### src/rtl/mfmw_pkg.sv
`timescale 1ns/1ps
package mfmw_pkg;

    // Pulse-to-pulse spacing in whole microseconds
    typedef enum logic [1:0] {
        SPAN_2US = 2'd0,
        SPAN_3US = 2'd1,
        SPAN_4US = 2'd2
    } span_e;

    // Raw command code to spacing; the spare code maps to the longest spacing
    function automatic span_e span_from_code(input logic [1:0] code);
        case (code)
            2'd0:    return SPAN_2US;
            2'd1:    return SPAN_3US;
            default: return SPAN_4US;
        endcase
    endfunction

endpackage

### src/rtl/mfmw_bit_picker.sv
`timescale 1ns/1ps
// Decision logic: picks the next spacing from the held bits, the offered
// byte and the remembered pulse type. Purely combinational.
module mfmw_bit_picker
    import mfmw_pkg::*;
#(
    parameter int DATA_W = 8,
    parameter int LW     = 4
) (
    input  logic [DATA_W-1:0] sh,
    input  logic [LW-1:0]     left,
    input  logic              prev_data,
    input  logic              in_valid,
    input  logic [DATA_W-1:0] in_data,
    input  logic              running,
    input  logic              raw_valid,
    input  logic [1:0]        raw_code,
    output logic              need_byte,
    output logic              go,
    output logic              underrun,
    output span_e             span,
    output logic [DATA_W-1:0] sh_nx,
    output logic [LW-1:0]     left_nx,
    output logic              prev_nx
);

    logic [DATA_W-1:0] src;
    logic [LW-1:0]     src_left;
    logic              use_src;
    logic              fb;
    logic              sb;
    logic              pair;

    always_comb begin
        // A byte is needed when nothing is held, or when the last held bit
        // is a 0 after a data pulse (lookahead into the next byte)
        need_byte = (left == '0) ||
                    ((left == LW'(1)) && prev_data && !sh[DATA_W-1]);

        go       = 1'b0;
        underrun = 1'b0;
        span     = SPAN_2US;
        sh_nx    = sh;
        left_nx  = left;
        prev_nx  = prev_data;
        src      = sh;
        src_left = left;
        use_src  = 1'b0;
        fb       = 1'b0;
        sb       = 1'b0;
        pair     = 1'b0;

        if (raw_valid) begin
            go   = 1'b1;
            span = span_from_code(raw_code);
        end else if (left == '0) begin
            if (in_valid) begin
                src      = in_data;
                src_left = LW'(DATA_W);
                use_src  = 1'b1;
            end
        end else if (need_byte) begin
            if (in_valid) begin
                go      = 1'b1;
                span    = in_data[DATA_W-1] ? SPAN_4US : SPAN_3US;
                prev_nx = in_data[DATA_W-1];
                sh_nx   = in_data << 1;
                left_nx = LW'(DATA_W - 1);
            end else if (running) begin
                underrun = 1'b1;
                go       = 1'b1;
                span     = SPAN_3US;
                prev_nx  = 1'b0;
                sh_nx    = '0;
                left_nx  = '0;
            end
        end else begin
            use_src = 1'b1;
        end

        if (use_src) begin
            go = 1'b1;
            fb = src[DATA_W-1];
            sb = src[DATA_W-2];
            if (!prev_data) begin
                span    = fb ? SPAN_3US : SPAN_2US;
                prev_nx = fb;
            end else if (fb) begin
                span    = SPAN_2US;
                prev_nx = 1'b1;
            end else begin
                pair    = 1'b1;
                span    = sb ? SPAN_4US : SPAN_3US;
                prev_nx = sb;
            end
            sh_nx   = pair ? (src << 2) : (src << 1);
            left_nx = pair ? (src_left - LW'(2)) : (src_left - LW'(1));
        end
    end

endmodule

### src/rtl/mfmw_pulse_timer.sv
`timescale 1ns/1ps
// Interval counter and pulse former. A load starts an interval; when it
// expires the write line is pulled low for half a microsecond.
module mfmw_pulse_timer
    import mfmw_pkg::*;
#(
    parameter int CYC_PER_US = 50
) (
    input  logic  clk,
    input  logic  rst_n,
    input  logic  load,
    input  span_e span,
    output logic  running,
    output logic  fire,
    output logic  wd_n
);

    localparam int MAX_IV    = 4 * CYC_PER_US;
    localparam int CW        = $clog2(MAX_IV + 1);
    localparam int PULSE_CYC = CYC_PER_US / 2;
    localparam int PW        = $clog2(PULSE_CYC + 1);

    typedef struct packed {
        logic [CW-1:0] cnt;
        logic          run;
        logic          low;
        logic [PW-1:0] pcnt;
    } tm_t;

    tm_t           tm_q, tm_d;
    logic [CW-1:0] span_cyc;

    always_comb begin
        case (span)
            SPAN_2US: span_cyc = CW'(2 * CYC_PER_US);
            SPAN_3US: span_cyc = CW'(3 * CYC_PER_US);
            default:  span_cyc = CW'(4 * CYC_PER_US);
        endcase

        tm_d = tm_q;
        fire = tm_q.run && (tm_q.cnt == '0);

        if (tm_q.low) begin
            if (tm_q.pcnt == '0) tm_d.low  = 1'b0;
            else                 tm_d.pcnt = tm_q.pcnt - PW'(1);
        end
        if (tm_q.run && (tm_q.cnt != '0)) tm_d.cnt = tm_q.cnt - CW'(1);
        if (fire) begin
            tm_d.run  = 1'b0;
            tm_d.low  = 1'b1;
            tm_d.pcnt = PW'(PULSE_CYC - 1);
        end
        if (load) begin
            tm_d.run = 1'b1;
            tm_d.cnt = span_cyc - CW'(1);
        end
    end

    always_ff @(posedge clk) begin
        if (!rst_n) tm_q <= '0;
        else        tm_q <= tm_d;
    end

    assign running = tm_q.run;
    assign wd_n    = !tm_q.low;

endmodule

### src/rtl/mfm_pulse_encoder.sv
`timescale 1ns/1ps
module mfm_pulse_encoder
    import mfmw_pkg::*;
#(
    parameter int CYC_PER_US      = 50,
    parameter int DATA_W          = 8,
    parameter bit RESET_PREV_DATA = 1'b1
) (
    input  logic              clk,
    input  logic              rst_n,
    input  logic              in_valid,
    input  logic [DATA_W-1:0] in_data,
    output logic              in_ready,
    input  logic              raw_valid,
    input  logic [1:0]        raw_span,
    output logic              raw_ready,
    output logic              wd_n,
    output logic              underrun
);

    localparam int LW = $clog2(DATA_W + 1);

    typedef struct packed {
        logic [DATA_W-1:0] sh;
        logic [LW-1:0]     left;
        logic              prev;
        logic              und;
    } st_t;

    st_t               st_q, st_d;
    logic              need_byte;
    logic              go;
    logic              pick_un;
    span_e             span;
    logic [DATA_W-1:0] sh_nx;
    logic [LW-1:0]     left_nx;
    logic              prev_nx;
    logic              running;
    logic              fire;
    logic              dp;
    logic              commit;

    mfmw_bit_picker #(
        .DATA_W (DATA_W),
        .LW     (LW)
    ) u_pick (
        .sh        (st_q.sh),
        .left      (st_q.left),
        .prev_data (st_q.prev),
        .in_valid  (in_valid),
        .in_data   (in_data),
        .running   (running),
        .raw_valid (raw_valid),
        .raw_code  (raw_span),
        .need_byte (need_byte),
        .go        (go),
        .underrun  (pick_un),
        .span      (span),
        .sh_nx     (sh_nx),
        .left_nx   (left_nx),
        .prev_nx   (prev_nx)
    );

    mfmw_pulse_timer #(
        .CYC_PER_US (CYC_PER_US)
    ) u_tmr (
        .clk     (clk),
        .rst_n   (rst_n),
        .load    (commit),
        .span    (span),
        .running (running),
        .fire    (fire),
        .wd_n    (wd_n)
    );

    always_comb begin
        dp        = !running || fire;
        commit    = dp && go;
        raw_ready = dp;
        in_ready  = dp && !raw_valid && need_byte;

        st_d     = st_q;
        st_d.und = commit && pick_un;
        if (commit) begin
            st_d.sh   = sh_nx;
            st_d.left = left_nx;
            st_d.prev = prev_nx;
        end
    end

    always_ff @(posedge clk) begin
        if (!rst_n) begin
            st_q.sh   <= '0;
            st_q.left <= '0;
            st_q.prev <= RESET_PREV_DATA;
            st_q.und  <= 1'b0;
        end else begin
            st_q <= st_d;
        end
    end

    assign underrun = st_q.und;

endmodule

### config.mk
export PLATFORM = sky130hd
export DESIGN_NAME = mfm_pulse_encoder
export DESIGN_NICKNAME = d
export VERILOG_FILES = /design/src/rtl/mfmw_pkg.sv /design/src/rtl/mfmw_bit_picker.sv /design/src/rtl/mfmw_pulse_timer.sv /design/src/rtl/mfm_pulse_encoder.sv
export SDC_FILE = /design/constraint.sdc
export NUM_CORES = 1
export LEC_CHECK = 0
export BUFFER_PORTS_ARGS = -buffer_cell sky130_fd_sc_hd__buf_2
export CAP_MARGIN = 15
export CORE_UTILIZATION = 59
export CTS_CLUSTER_SIZE = 16
export DETAILED_ROUTE_END_ITERATION = 10
export GPL_ROUTABILITY_DRIVEN = 0
export PLACE_DENSITY = 0.78
export SLEW_MARGIN = 15
export SYNTH_ARGS = -nofsm -noshare
export SYNTH_HDL_FRONTEND = slang
export SYNTH_SLANG_ARGS = --single-unit
### constraint.sdc
create_clock -name clk -period 4.85 [get_ports clk]
set_clock_uncertainty 0.05 [all_clocks]
set_input_delay 0.97 -clock clk [delete_from_list [all_inputs] [get_ports clk]]
set_output_delay 0.97 -clock clk [all_outputs]
set_load 0.02 [all_outputs]
### Word-level counts from Yosys, hierarchy flattened

Index checks and enable logic that the tools add are counted.

| operators by class | value |
|---|---|
| $add $sub $neg | 5 |
| muxes and demuxes | 64 |
| equal/unequal tests | 6 |
| bitwise operators | 2 |
| reduce and logical (&&, ||, !) cells | 29 |

Operators with widths:

| operator | count |
|---|---|
| two-way mux 8 bit | 11 |
| two-way mux 4 bit | 10 |
| two-way mux 1 bit | 28 |
| two-way mux 2 bit | 9 |
| case mux 8 bit (2 select lines) | 1 |
| subtractor 8 x 1 -> 8 bit, second input constant | 2 |
| two-way mux 9 bit | 1 |
| logical AND 1 bit | 8 |
| logical NOT 8 bit | 1 |
| nonzero test 2 bit | 4 |
| nonzero test 8 bit | 1 |
| two-way mux 7 bit | 1 |
| two-way mux 6 bit | 1 |
| logical NOT 5 bit | 1 |
| two-way mux 5 bit | 1 |
| AND reduction 5 bit | 1 |
| subtractor 5 x 1 -> 5 bit, second input constant | 1 |
| equality test 2 x 1 -> 1 bit, second input constant | 2 |
| equality test 4 x 1 -> 1 bit, second input constant | 1 |
| logical NOT 1 bit | 4 |
| logical NOT 2 bit | 2 |
| logical NOT 4 bit | 1 |
| inequality test 2 x 1 -> 1 bit, second input constant | 2 |
| case mux 2 bit (2 select lines) | 1 |
| 8 further kinds | 11 |

| storage, ports and cells | value |
|---|---|
| logic and storage cells | 115 |
| output and inout port bits | 4 |
| input bits | 14 |
| register bits after elaboration | 29 |

### Logic depth before layout (Yosys ltp)

Gate-level depths: netlist of the first run.

| depth | value |
|---|---|
| depth after elaboration | 12 |
| mapped depth | 14 |
| mapped depth without buffers | 13 |

### Cells and area by module

From an unflattened synthesis of the first run, not the netlist that was laid out.

| second synthesis, totals | value |
|---|---|
| cell total of the unflattened synthesis | 267 |
| area total of the unflattened synthesis | 2137.0 um^2 |

Modules (own cells, without submodules):

| module | cells each | area an instance (um^2) | instances | sequential area each (um^2) |
|---|---|---|---|---|
| mfmw_pulse_timer | 91 | 784.5 | 1 | 300.3 |
| mfmw_bit_picker | 114 | 764.5 | 1 | 0.0 |
| mfm_pulse_encoder | 62 | 588.1 | 1 | 280.3 |

### Worst setup path before layout of the first run

Ideal clock, no wire load.

| timing path | value |
|---|---|
| path kind | input to register |
| start | input port raw_valid |
| end | register u_tmr.tm_q[13] in the netlist's numbering |
| data arrival time | 3484 ps |
| buffers on the path | 1 |
| setup slack | 1187 ps |
| library setup time | 129 ps |
| data required time | 4671 ps |
| stages | 12 |
| cell sequence | or4b_1 > buf_2 > o21ai_4 > a2111oi_2 > nor3_4 > o21bai_1 > ha_1 > or3b_2 > nor3_1 > nand3_1 > o21ai_1 > a221oi_2 |

| between the ends | value |
|---|---|
| longest elaborated chain between the ends | 9 |
| elaborated cells on any way between the ends | 17 |
| those cells by class | add/sub: 1; eq/ne: 1; mux: 12; reduce/logical: 3 |

Ends and longest elaborated chain:

| element | line | source |
|---|---|---|
| from (decl) | mfm_pulse_encoder.sv:14 | `input logic raw_valid,` |
| two-way mux 8 bit | mfmw_bit_picker.sv:53 | `if (raw_valid) begin` |
| two-way mux 2 bit | mfmw_bit_picker.sv:93 | `span = sb ? SPAN_4US : SPAN_3US;` |
| two-way mux 2 bit | mfmw_bit_picker.sv:88 | `end else if (fb) begin` |
| two-way mux 2 bit | mfmw_bit_picker.sv:85 | `if (!prev_data) begin` |
| two-way mux 2 bit | mfmw_bit_picker.sv:81 | `if (use_src) begin` |
| equality test 2 x 1 -> 1 bit or logical NOT 2 bit (tied branches) | mfmw_pulse_timer.sv:34 | `case (span)` |
| case mux 8 bit (2 select lines) | mfmw_pulse_timer.sv:34 |  |
| subtractor 8 x 1 -> 8 bit | mfmw_pulse_timer.sv:55 | `tm_d.cnt = span_cyc - CW'(1);` |
| two-way mux 9 bit | mfmw_pulse_timer.sv:53 | `if (load) begin` |
| to (signal assigned) | mfmw_pulse_timer.sv:61 | `else tm_q <= tm_d;` |
| to (decl) | mfmw_pulse_timer.sv:30 | `tm_t tm_q, tm_d;` |

Several ways; a longest one is shown, not always the timed one.
A chain may end at the register's enable or synchronous reset.

### Worst setup path in the final report of the first run

Ends and elaborated chain as after synthesis.

==> results of run 1 <==
## power groups by stage
stage / Clock [mW] / Combinational [mW] / Sequential, mW
after floorplan: 0 / 0.300 / 0.301
after global routing: 0.171 / 0.403 / 0.324
after global placement: 0 / 0.350 / 0.320
final: 0.157 / 0.365 / 0.319
after CTS: 0.162 / 0.356 / 0.316
after detailed placement: 0 / 0.353 / 0.322
## how the worst max path moves through the flow
stage | from | endpoint | slack (ps) | cells after the start
floorplan | raw_valid | u_tmr.tm_q[13]$_SDFFE_PN0P_ | 1190 | 12
global placement | raw_valid | u_tmr.tm_q[13]$_SDFFE_PN0P_ | 770 | 12
detailed placement | raw_valid | u_tmr.tm_q[13]$_SDFFE_PN0P_ | 690 | 12
CTS | raw_valid | u_tmr.tm_q[13]$_SDFFE_PN0P_ | 1070 | 12
global route | raw_valid | u_tmr.tm_q[13]$_SDFFE_PN0P_ | 850 | 12
finish | raw_valid | u_tmr.tm_q[13]$_SDFFE_PN0P_ | 1000 | 12
## metrics by stage
step / cells / total power, mW / setup slack, ps / instance area (µm²)
after detailed placement: 311 / 0.675 / 690 / 2080
after CTS: 315 / 0.834 / 1070 / 2140
after floorplan: 262 / 0.602 / 1190 / 2000
final: 315 / 0.841 / 1000 / 2150
after global routing: 315 / 0.898 / 845 / 2150
after global placement: 311 / 0.670 / 768 / 2080
## cells by family (layout without fill, tap and decap cells)
family                     count (synthesis)  in the layout  synth area share [%]
xor gates and xnor gates                   5              5                  2.19
muxes                                      1              1                 0.562
buffers and inverters                     27             36                  6.00
DFF                                       28             28                  28.0
and+or+nand+nor                          102            102                  26.6
AOI/OAI and AO/OA                         91             91                  31.7
adders and majority gates                  8              8                  5.00
## layout make-up
cell class              instances  area, µm²
clock inverters                 1       30.0
clock buffers                   3       22.5
repair buffers                 18       92.6
inverters                      14       52.6
fillers                       282        978
flip-flops and latches         28        561
multi-input cells             207       1340
well taps                      44       55.1
## metal layers
metal / vias up / track usage, % / routed length, µm
met5: - / 0 / 0
met3: 4 / 5.41 / 403
li1: 988 / - / -
met2: 97 / 43.3 / 2190
met1: 905 / 42.5 / 2290
met4: 0 / 6.64 / 25
## worst max-delay path: stages
cell and delay, ps:
buf_2 200, or4b_1 650, o21ai_4 340, a2111oi_2 150, nor3_4 320, o21bai_1 160
ha_1 210, or3b_2 480, nor3_1 210, nand3_1 110, o21ai_1 120, a221oi_2 90
## layout by cell type (no fill, tap or decap), drive strengths merged, types with 2 or more instances in the layout
master / count
a2111oi: 2
a211o: 2
a211oi: 6
a21boi: 3
a21oi: 19
a221oi: 3
a311oi: 4
a31oi: 4
and3: 6
buf: 18
clkbuf: 3
dfxtp: 28
ha: 8
inv: 14
nand2: 34
nand2b: 2
nand3: 12
nor2: 25
nor3: 7
nor4: 3
nor4b: 3
o211ai: 3
o21a: 3
o21ai: 26
o221a: 4
or3: 2
xnor2: 5
## sequential cells by signal, indices dropped and copies added, names as in the netlist
name and count:
u_tmr.tm_q 14, st_q 12, u_tmr.running 1, underrun 1
==> flow_summary.toml, run 1 <==
[outcome]
status = "completed"

[yosys]
synth_area_mm2 = 0.00200
syn_inst = 262
ys_seq_area_share_pct = 28.0
synth_ff_type = "dfxtp_1"
synth_area_per_cell_um2 = 7.65
synth_cell_types = 61
ys_ff_latch = 28
post-synth-top-count-cell = "nand2_1"
yosys.area.top_type = "dfxtp_1"
synthTopCellsByArea = "dfxtp_1 28%, nand2_1 6.2%, ha_1 5.0%, a21oi_1 4.7%, nor2_1 4.7%"
syn_nets = 284
async_reset_ff_share_pct = 0
ys_warn_count = 0
synth_common_cells = "33 x nand2_1, 28 x dfxtp_1, 25 x nor2_1"
synth-edff-count = 0
synth_top_cell_area_share_pct = 28.0

[clocking]
cts_resized = 0
cts_buffers = 3
cts_buffer_depth = 2
cts_hold_buf = 0
cts_tree = "built"
postCtsSetupRepairBufs = 0
cts_max_level = 1
numClockSinks = 28
clkLatencyLatePin_ps = 330
root_buffer = "clkbuf_4"
clk_pin_slew_ps = 160

[route]
dr.first_iter.drc_count = 168
num_vias = 1994
wire_per_inst_um = 15.6
routed_wirelength_mm = 4.91
firstDrtPassIters = 5
viasPerCell = 6.33
drc = 0
antenna_left = 0

[timing]
hold_viol_final = 0
fin_hold_ws_ps = 460
setup_viol = 0
slew_violations = 0
fmax_mhz = 260
tightest_slew_ps = 670
rsz0062_at_grt = "no"
layout_worst_path_cycle_share_pct = 79.3
period_needed_ps = 3850
setup-tns-final_ps = 0
slew_headroom_pct = 55.2

[global_route]
track_usage_pct = 29.0
grt_overflow = 0
grt_max_degree = 19
grt_pass1_vias = 1718
grt_pass1_wl_mm = 8.02
antenna_found_initial = 0

[placement]
dp_hpwl_mm = 3.45
numPortBuffers = 17

[hold_path]
hold_depth = 2
hold_path_class = "flip-flop to flip-flop"
hp-start = "u_tmr.tm_q[13]$_SDFFE_PN0P_"
min_to = "u_tmr.tm_q[13]$_SDFFE_PN0P_"

[critical_path]
r2r-start = "st_q[2]$_SDFFE_PN0P_"
r2r_end = "u_tmr.tm_q[13]$_SDFFE_PN0P_"
crit_type = "input pin to flip-flop"
end_kind = "flip-flop"
crit_fanout = 14
required_ps = 5020
arrival_ps = 4010
rr_worst_depth = 13
ff2ff_setup_slack_ps = 1070
crit_path_start_kind = "input pin"

[power]
comb_power_share_pct = 43.4
switching_share_pct = 40.8
power_density_mw_per_mm2 = 391
switchingPower_mw = 0.343
leakage_nw = 0.839
ir_drop_uv = 218
power_frac_seq_pct = 37.9
clkPwrFrac_pct = 18.7
internal_power_mw = 0.498

[floorplanning]
die-height_um = 60.3
dieArea_mm2 = 0.00363
start_util_pct = 64.0
io_pins = 18
core-area_mm2 = 0.00313
chipWidth_um = 60.3
rows = 20

[cells_and_area]
fin_util_pct = 68.7
area_delta_synth_final_pct = 7.31
diodes = 0
layout.nets = 294
final_layout_size_suffix_gt1_share_pct = 13.7

[run]
drv_cap = 0
No activity file was read; power rests on OpenSTA's default activity.
==> run 2, diff against run 1 <==
--- a/config.mk
+++ b/config.mk
@@ -7,11 +7,11 @@
 export LEC_CHECK = 0
 export BUFFER_PORTS_ARGS = -buffer_cell sky130_fd_sc_hd__buf_2
 export CAP_MARGIN = 15
-export CORE_UTILIZATION = 59
+export CORE_UTILIZATION = 54
 export CTS_CLUSTER_SIZE = 16
 export DETAILED_ROUTE_END_ITERATION = 10
 export GPL_ROUTABILITY_DRIVEN = 0
-export PLACE_DENSITY = 0.78
+export PLACE_DENSITY = 0.75
 export SLEW_MARGIN = 15
 export SYNTH_ARGS = -nofsm -noshare
 export SYNTH_HDL_FRONTEND = slang
==> constraint.sdc (replaced) <==
create_clock -name clk -period 3.4 [get_ports clk]
set_clock_uncertainty 0.05 [all_clocks]
set_input_delay 0.68 -clock clk [delete_from_list [all_inputs] [get_ports clk]]
set_output_delay 0.68 -clock clk [all_outputs]
set_load 0.02 [all_outputs]
==> run 2 against run 1 <==
  * Setup slack lost 770 ps
  * Sequential cell count did not move
  * Die area is 8.9% higher
  * First-iteration DRC count is 13% higher
  * Global-route usage shrank 1.8 points
  * Critical path depth is 1 higher
  * Clock-buffer cell count stayed put
  * Critical path type is now flip-flop to flip-flop
  * Largest power group unchanged
==> flow_summary.toml, run 2 (synthesized netlist as in run 1, its figures left out) <==
[floorplanning]
rows = 21
io_pins = 18
chipWidth_um = 62.9
dieArea_mm2 = 0.00396
start_util_pct = 58.2
die-height_um = 62.9
core-area_mm2 = 0.00344

[critical_path]
end_kind = "flip-flop"
arrival_ps = 3270
crit_type = "flip-flop to flip-flop"
critical_path.top_delay_family = "simple AND/OR/NAND/NOR gates"
crit_path_start_kind = "flip-flop"
crit_fanout = 7
required_ps = 3500
cp_slowest_cell = "or4b_1"
crit_chain = "inv_1 -> ha_2 -> or4b_1 -> o21ai_4 -> a2111oi_2 -> nor3_4 -> o21bai_1 -> ha_1 -> or3b_2 -> nor3_2 -> nand3_1 -> o21ai_1 -> a221oi_2"
crit_path_max_incr_delay_ps = 530
cp_num_buf_inv = 1

[cells_and_area]
area_delta_synth_final_pct = 12.9
final_cell_area_mm2 = 0.00226
largest_reg_flops = 14
fill_cells = 299
final_cell_mix = "33 x nand2_1, 28 x dfxtp_1, 25 x nor2_1, 19 x a21oi_1"
diodes = 0
reg_top3 = "u_tmr.tm_q (14), st_q (12)"
top_register = "u_tmr.tm_q"
mostFrequentLayoutCell = "nand2_1"
layout.nets = 307
final_layout_size_suffix_gt1_share_pct = 18.0
fin_util_pct = 65.7

[route]
drc = 0
routed_wirelength_mm = 5.04
antenna_left = 0
viasPerCell = 6.18
num_vias = 2038
wire_per_inst_um = 15.3
firstDrtPassIters = 5
dr.first_iter.drc_count = 190

[global_route]
grt_pass1_wl_mm = 8.69
track_usage_pct = 27.2
grt_overflow = 0
grt_max_degree = 17
antenna_found_initial = 0
grt_pass1_vias = 1923

[timing]
tightest_slew_ps = 636
setup-tns-final_ps = 0
setup_viol = 0
slew_violations = 0
slew_headroom_pct = 56.5
fmax_mhz = 316
layout_worst_path_cycle_share_pct = 93.2
hold_viol_final = 0
period_needed_ps = 3170

[clocking]
numClockSinks = 28
clkLatencyLatePin_ps = 280
cts_buffers = 3
clk_pin_slew_ps = 100
cts_tree = "built"
root_buffer = "clkbuf_8"
cts_max_level = 1
cts_buffer_depth = 2

[hold_path]
hold_path_class = "flip-flop to flip-flop"

[placement]
numPortBuffers = 17
dp_hpwl_mm = 3.55
dpl_cell_area_mm2 = 0.00218

[run]
drv_cap = 0

[power]
leakage_nw = 0.900
power_density_mw_per_mm2 = 567
ir_drop_uv = 269

[outcome]
status = "completed"
-- run 2: cell count changes in the layout (fill, tap and decap cells not counted), sizes merged --
cell / change
buf: +13
-- run 2: worst reg2reg max path, delay by kind of cell, from the launching register on --
kind            cells  cell delay, ps
simple gates        5            1470
fa+ha+maj           2             460
compound gates      5             600
flops               1             360
buf+inv             1             120
-- run 2: final cells by class --
cell class                      instances  area (µm²)  share of cell area (%)
Clock buffer                            3        41.3                    1.83
Clock inverter                          1        30.0                    1.33
Inverter                               14        52.6                    2.32
Multi-Input combinational cell        207        1330                    58.8
Sequential cell                        28         561                    24.8
Tap cell                               46        57.6                    2.54
Timing Repair Buffer                   31         190                    8.41
-- run 2: routing by layer --
metal  track usage, %  routed length (µm)  vias up
li1                 -                   -     1016
met4             9.88                  82        0
met3             5.47                 279        8
met1             34.0                2260      947
met2             45.6                2420       67
met5                0                   0        -
-- run 2: power breakdown --
| part | switching [mW] | total [mW] | internal [mW] | leakage [nW] |
|---|---|---|---|---|
| clock network | 0.113 | 0.270 | 0.158 | 0.0357 |
| registers | 0.0712 | 0.455 | 0.384 | 0.230 |
| logic | 0.316 | 0.558 | 0.241 | 0.634 |
-- run 2: metrics by stage --
step | hold WS, ps | std cells | setup WS [ps] | total power [mW]
global placement | 432 | 326 | 141 | 1.00
finish | 457 | 330 | 232 | 1.28
CTS | 456 | 330 | 129 | 1.28
global route | 476 | 330 | -8.91 | 1.37
floorplan | 412 | 262 | 27.1 | 0.858
detailed placement | 440 | 326 | 89.9 | 1.00
-- run 2: final timing paths --
kind | end | slack (ps) | start | cells past startpoint
worst max-delay path | u_tmr.tm_q[13]$_SDFFE_PN0P_ | 230 | st_q[2]$_SDFFE_PN0P_ | 13
worst min-delay path | u_tmr.tm_q[13]$_SDFFE_PN0P_ | 460 | u_tmr.tm_q[13]$_SDFFE_PN0P_ | 2
worst max register to register | u_tmr.tm_q[13]$_SDFFE_PN0P_ | 230 | st_q[2]$_SDFFE_PN0P_ | 13
worst min register to register | u_tmr.tm_q[13]$_SDFFE_PN0P_ | 460 | u_tmr.tm_q[13]$_SDFFE_PN0P_ | 2
-- run 2: what timing repair did --
action	in CTS	in global routing
buffers inserted	0	0
endpoints found under the setup margin	0	1
hold buffers	0	0
gates resized for setup	0	2
==> run 3, diff against run 2 <==
==> constraint.sdc (replaced) <==
create_clock -name clk -period 3.4 [get_ports clk]
set_clock_uncertainty 0.05 [all_clocks]
set_input_delay 0.34 -clock clk [delete_from_list [all_inputs] [get_ports clk]]
set_output_delay 0.34 -clock clk [all_outputs]
set_load 0.02 [all_outputs]
==> run 3 against run 2 <==
  * Clock-buffer cell count unchanged
  * Core utilization down 0.44 points
  * Clock power grew 3%
  * Highest routed layer unchanged
  * Sequential cell count unchanged
  * Register-to-register slack lost 40 ps
  * Critical path depth did not move
  * Global-route usage up 0.71 points
  * Sequential share of layout area rose by 0.17 points
==> flow_summary.toml, run 3 (synthesized netlist as in run 1, its figures left out) <==
[outcome]
status = "completed"

[cells_and_area]
largest_reg_flops = 14
ff_latch_area_um2 = 561
mostFrequentLayoutCell = "nand2_1"
final_cell_area_mm2 = 0.00225
top_register = "u_tmr.tm_q"
reg_top3 = "u_tmr.tm_q (14), st_q (12)"
diodes = 0
multiInputGateArea_mm2 = 0.00133
final_cell_mix = "33 x nand2_1, 28 x dfxtp_1, 25 x nor2_1, 19 x a21oi_1"
fill_cells = 345
area_delta_synth_final_pct = 12.2
final_layout_size_suffix_gt1_share_pct = 17.4
layout.nets = 305
stdcell_count = 328

[clocking]
cts_max_level = 1
cts_buffer_depth = 2
cts_buffers = 3
clkLatencyLatePin_ps = 290
cts_tree = "built"
clk_pin_slew_ps = 110
numClockSinks = 28
postCtsSetupRepairBufs = 0
root_buffer = "clkbuf_8"

[global_route]
grt_overflow = 0
antenna_found_initial = 0
grt_pass1_wl_mm = 8.94
track_usage_pct = 27.9
grt_pass1_vias = 1955
grt_max_degree = 19

[critical_path]
crit_path_max_incr_delay_ps = 520
crit_chain = "inv_1 -> ha_2 -> or4b_1 -> o21ai_4 -> a2111oi_2 -> nor3_4 -> o21bai_1 -> ha_1 -> or3b_2 -> nor3_2 -> nand3_1 -> o21ai_1 -> a221oi_2"
critical_path.top_delay_family = "simple AND/OR/NAND/NOR gates"
r2r-start = "st_q[2]$_SDFFE_PN0P_"
cp_slowest_cell = "or4b_1"
crit_fanout = 7
rr_worst_depth = 13
arrival_ps = 3310
worstSetupPathDepth = 13
setup.worst_path.end = "u_tmr.tm_q[13]$_SDFFE_PN0P_"
crit_type = "flip-flop to flip-flop"
cp_num_buf_inv = 1
crit_start = "st_q[2]$_SDFFE_PN0P_"
required_ps = 3500
ff2ff_setup_slack_ps = 190
r2r_end = "u_tmr.tm_q[13]$_SDFFE_PN0P_"
crit_path_start_kind = "flip-flop"
end_kind = "flip-flop"

[power]
design_power_total_mw = 1.29
leakage_nw = 0.891
power_density_mw_per_mm2 = 574
ir_drop_uv = 318

[timing]
hold_viol_final = 0
tightest_slew_ps = 656
slew_headroom_pct = 56.1
slew_violations = 0
layout_worst_path_cycle_share_pct = 94.3
fmax_mhz = 312
setup_viol = 0
fin_hold_ws_ps = 330
setup-tns-final_ps = 0
rsz0062_at_grt = "no"
period_needed_ps = 3210

[floorplanning]
die-height_um = 62.9
start_util_pct = 58.2
core-area_mm2 = 0.00344
rows = 21
dieArea_mm2 = 0.00396
io_pins = 18
chipWidth_um = 62.9

[run]
drv_cap = 0

[route]
num_vias = 2056
firstDrtPassIters = 5
drc = 0
dr.first_iter.drc_count = 162
antenna_left = 0
routed_wirelength_mm = 5.08
wire_per_inst_um = 15.5
viasPerCell = 6.27

[placement]
dp_hpwl_mm = 3.54
numPortBuffers = 17
place_inst = 324
dpl_cell_area_mm2 = 0.00217

[hold_path]
hold_path_class = "input pin to flip-flop"
==> run 3: routing by layer <==
metal	global-route usage [%]	share of wire (%)
met1	36.2	46
met2	44.9	47
met3	5.29	5.4
met4	11.0	1.0
met5	0	0
==> run 3: report_power, final <==
part	switching, mW	leakage [nW]	total (mW)	internal [mW]
combinational	0.324	0.626	0.562	0.238
sequential	0.0674	0.230	0.451	0.384
clock	0.120	0.0357	0.278	0.158
==> run 3: worst reg2reg max path, stage by stage, from the launching register on <==
cell	delay, ps
dfxtp_1	360
inv_1	120
ha_2	240
or4b_1	520
o21ai_4	170
a2111oi_2	100
nor3_4	210
o21bai_1	140
ha_1	220
or3b_2	510
nor3_2	160
nand3_1	90
o21ai_1	110
a221oi_2	80
==> run 3: metrics by stage <==
stage	util, %	setup WS [ps]
5_1_grt	65.3	2.20
3_5_place_dp	63.0	167
6_report	65.3	194
3_3_place_gp	63.0	281
2_1_floorplan	-	104
4_1_cts	65.1	146
==> run 3: timing repair <==
item / CTS / global route
hold endpoints to repair: 0 / 0
endpoints found under the setup margin: 0 / 1
hold buffers: 0 / 0
gates resized for setup: 0 / 2
==> run 3: layout make-up <==
class	count	area share [%]
repair buffers	29	7.80
clock inverters	1	1.34
well taps	46	2.56
multi-input cells	207	59.2
clock buffers	3	1.84
flip-flops and latches	28	24.9
inverters	14	2.34
==> run 3: worst min path at each step <==
stage | slack [ps] | startpoint | end | cells after the start
2_1_floorplan | 410 | u_tmr.tm_q[13]$_SDFFE_PN0P_ | u_tmr.tm_q[13]$_SDFFE_PN0P_ | 2
3_3_place_gp | 440 | u_tmr.tm_q[13]$_SDFFE_PN0P_ | u_tmr.tm_q[13]$_SDFFE_PN0P_ | 2
3_5_place_dp | 440 | u_tmr.tm_q[13]$_SDFFE_PN0P_ | u_tmr.tm_q[13]$_SDFFE_PN0P_ | 2
4_1_cts | 330 | in_data[6] | st_q[13]$_SDFFE_PN0P_ | 3
5_1_grt | 360 | in_data[6] | st_q[13]$_SDFFE_PN0P_ | 3
6_report | 330 | in_data[6] | st_q[13]$_SDFFE_PN0P_ | 3
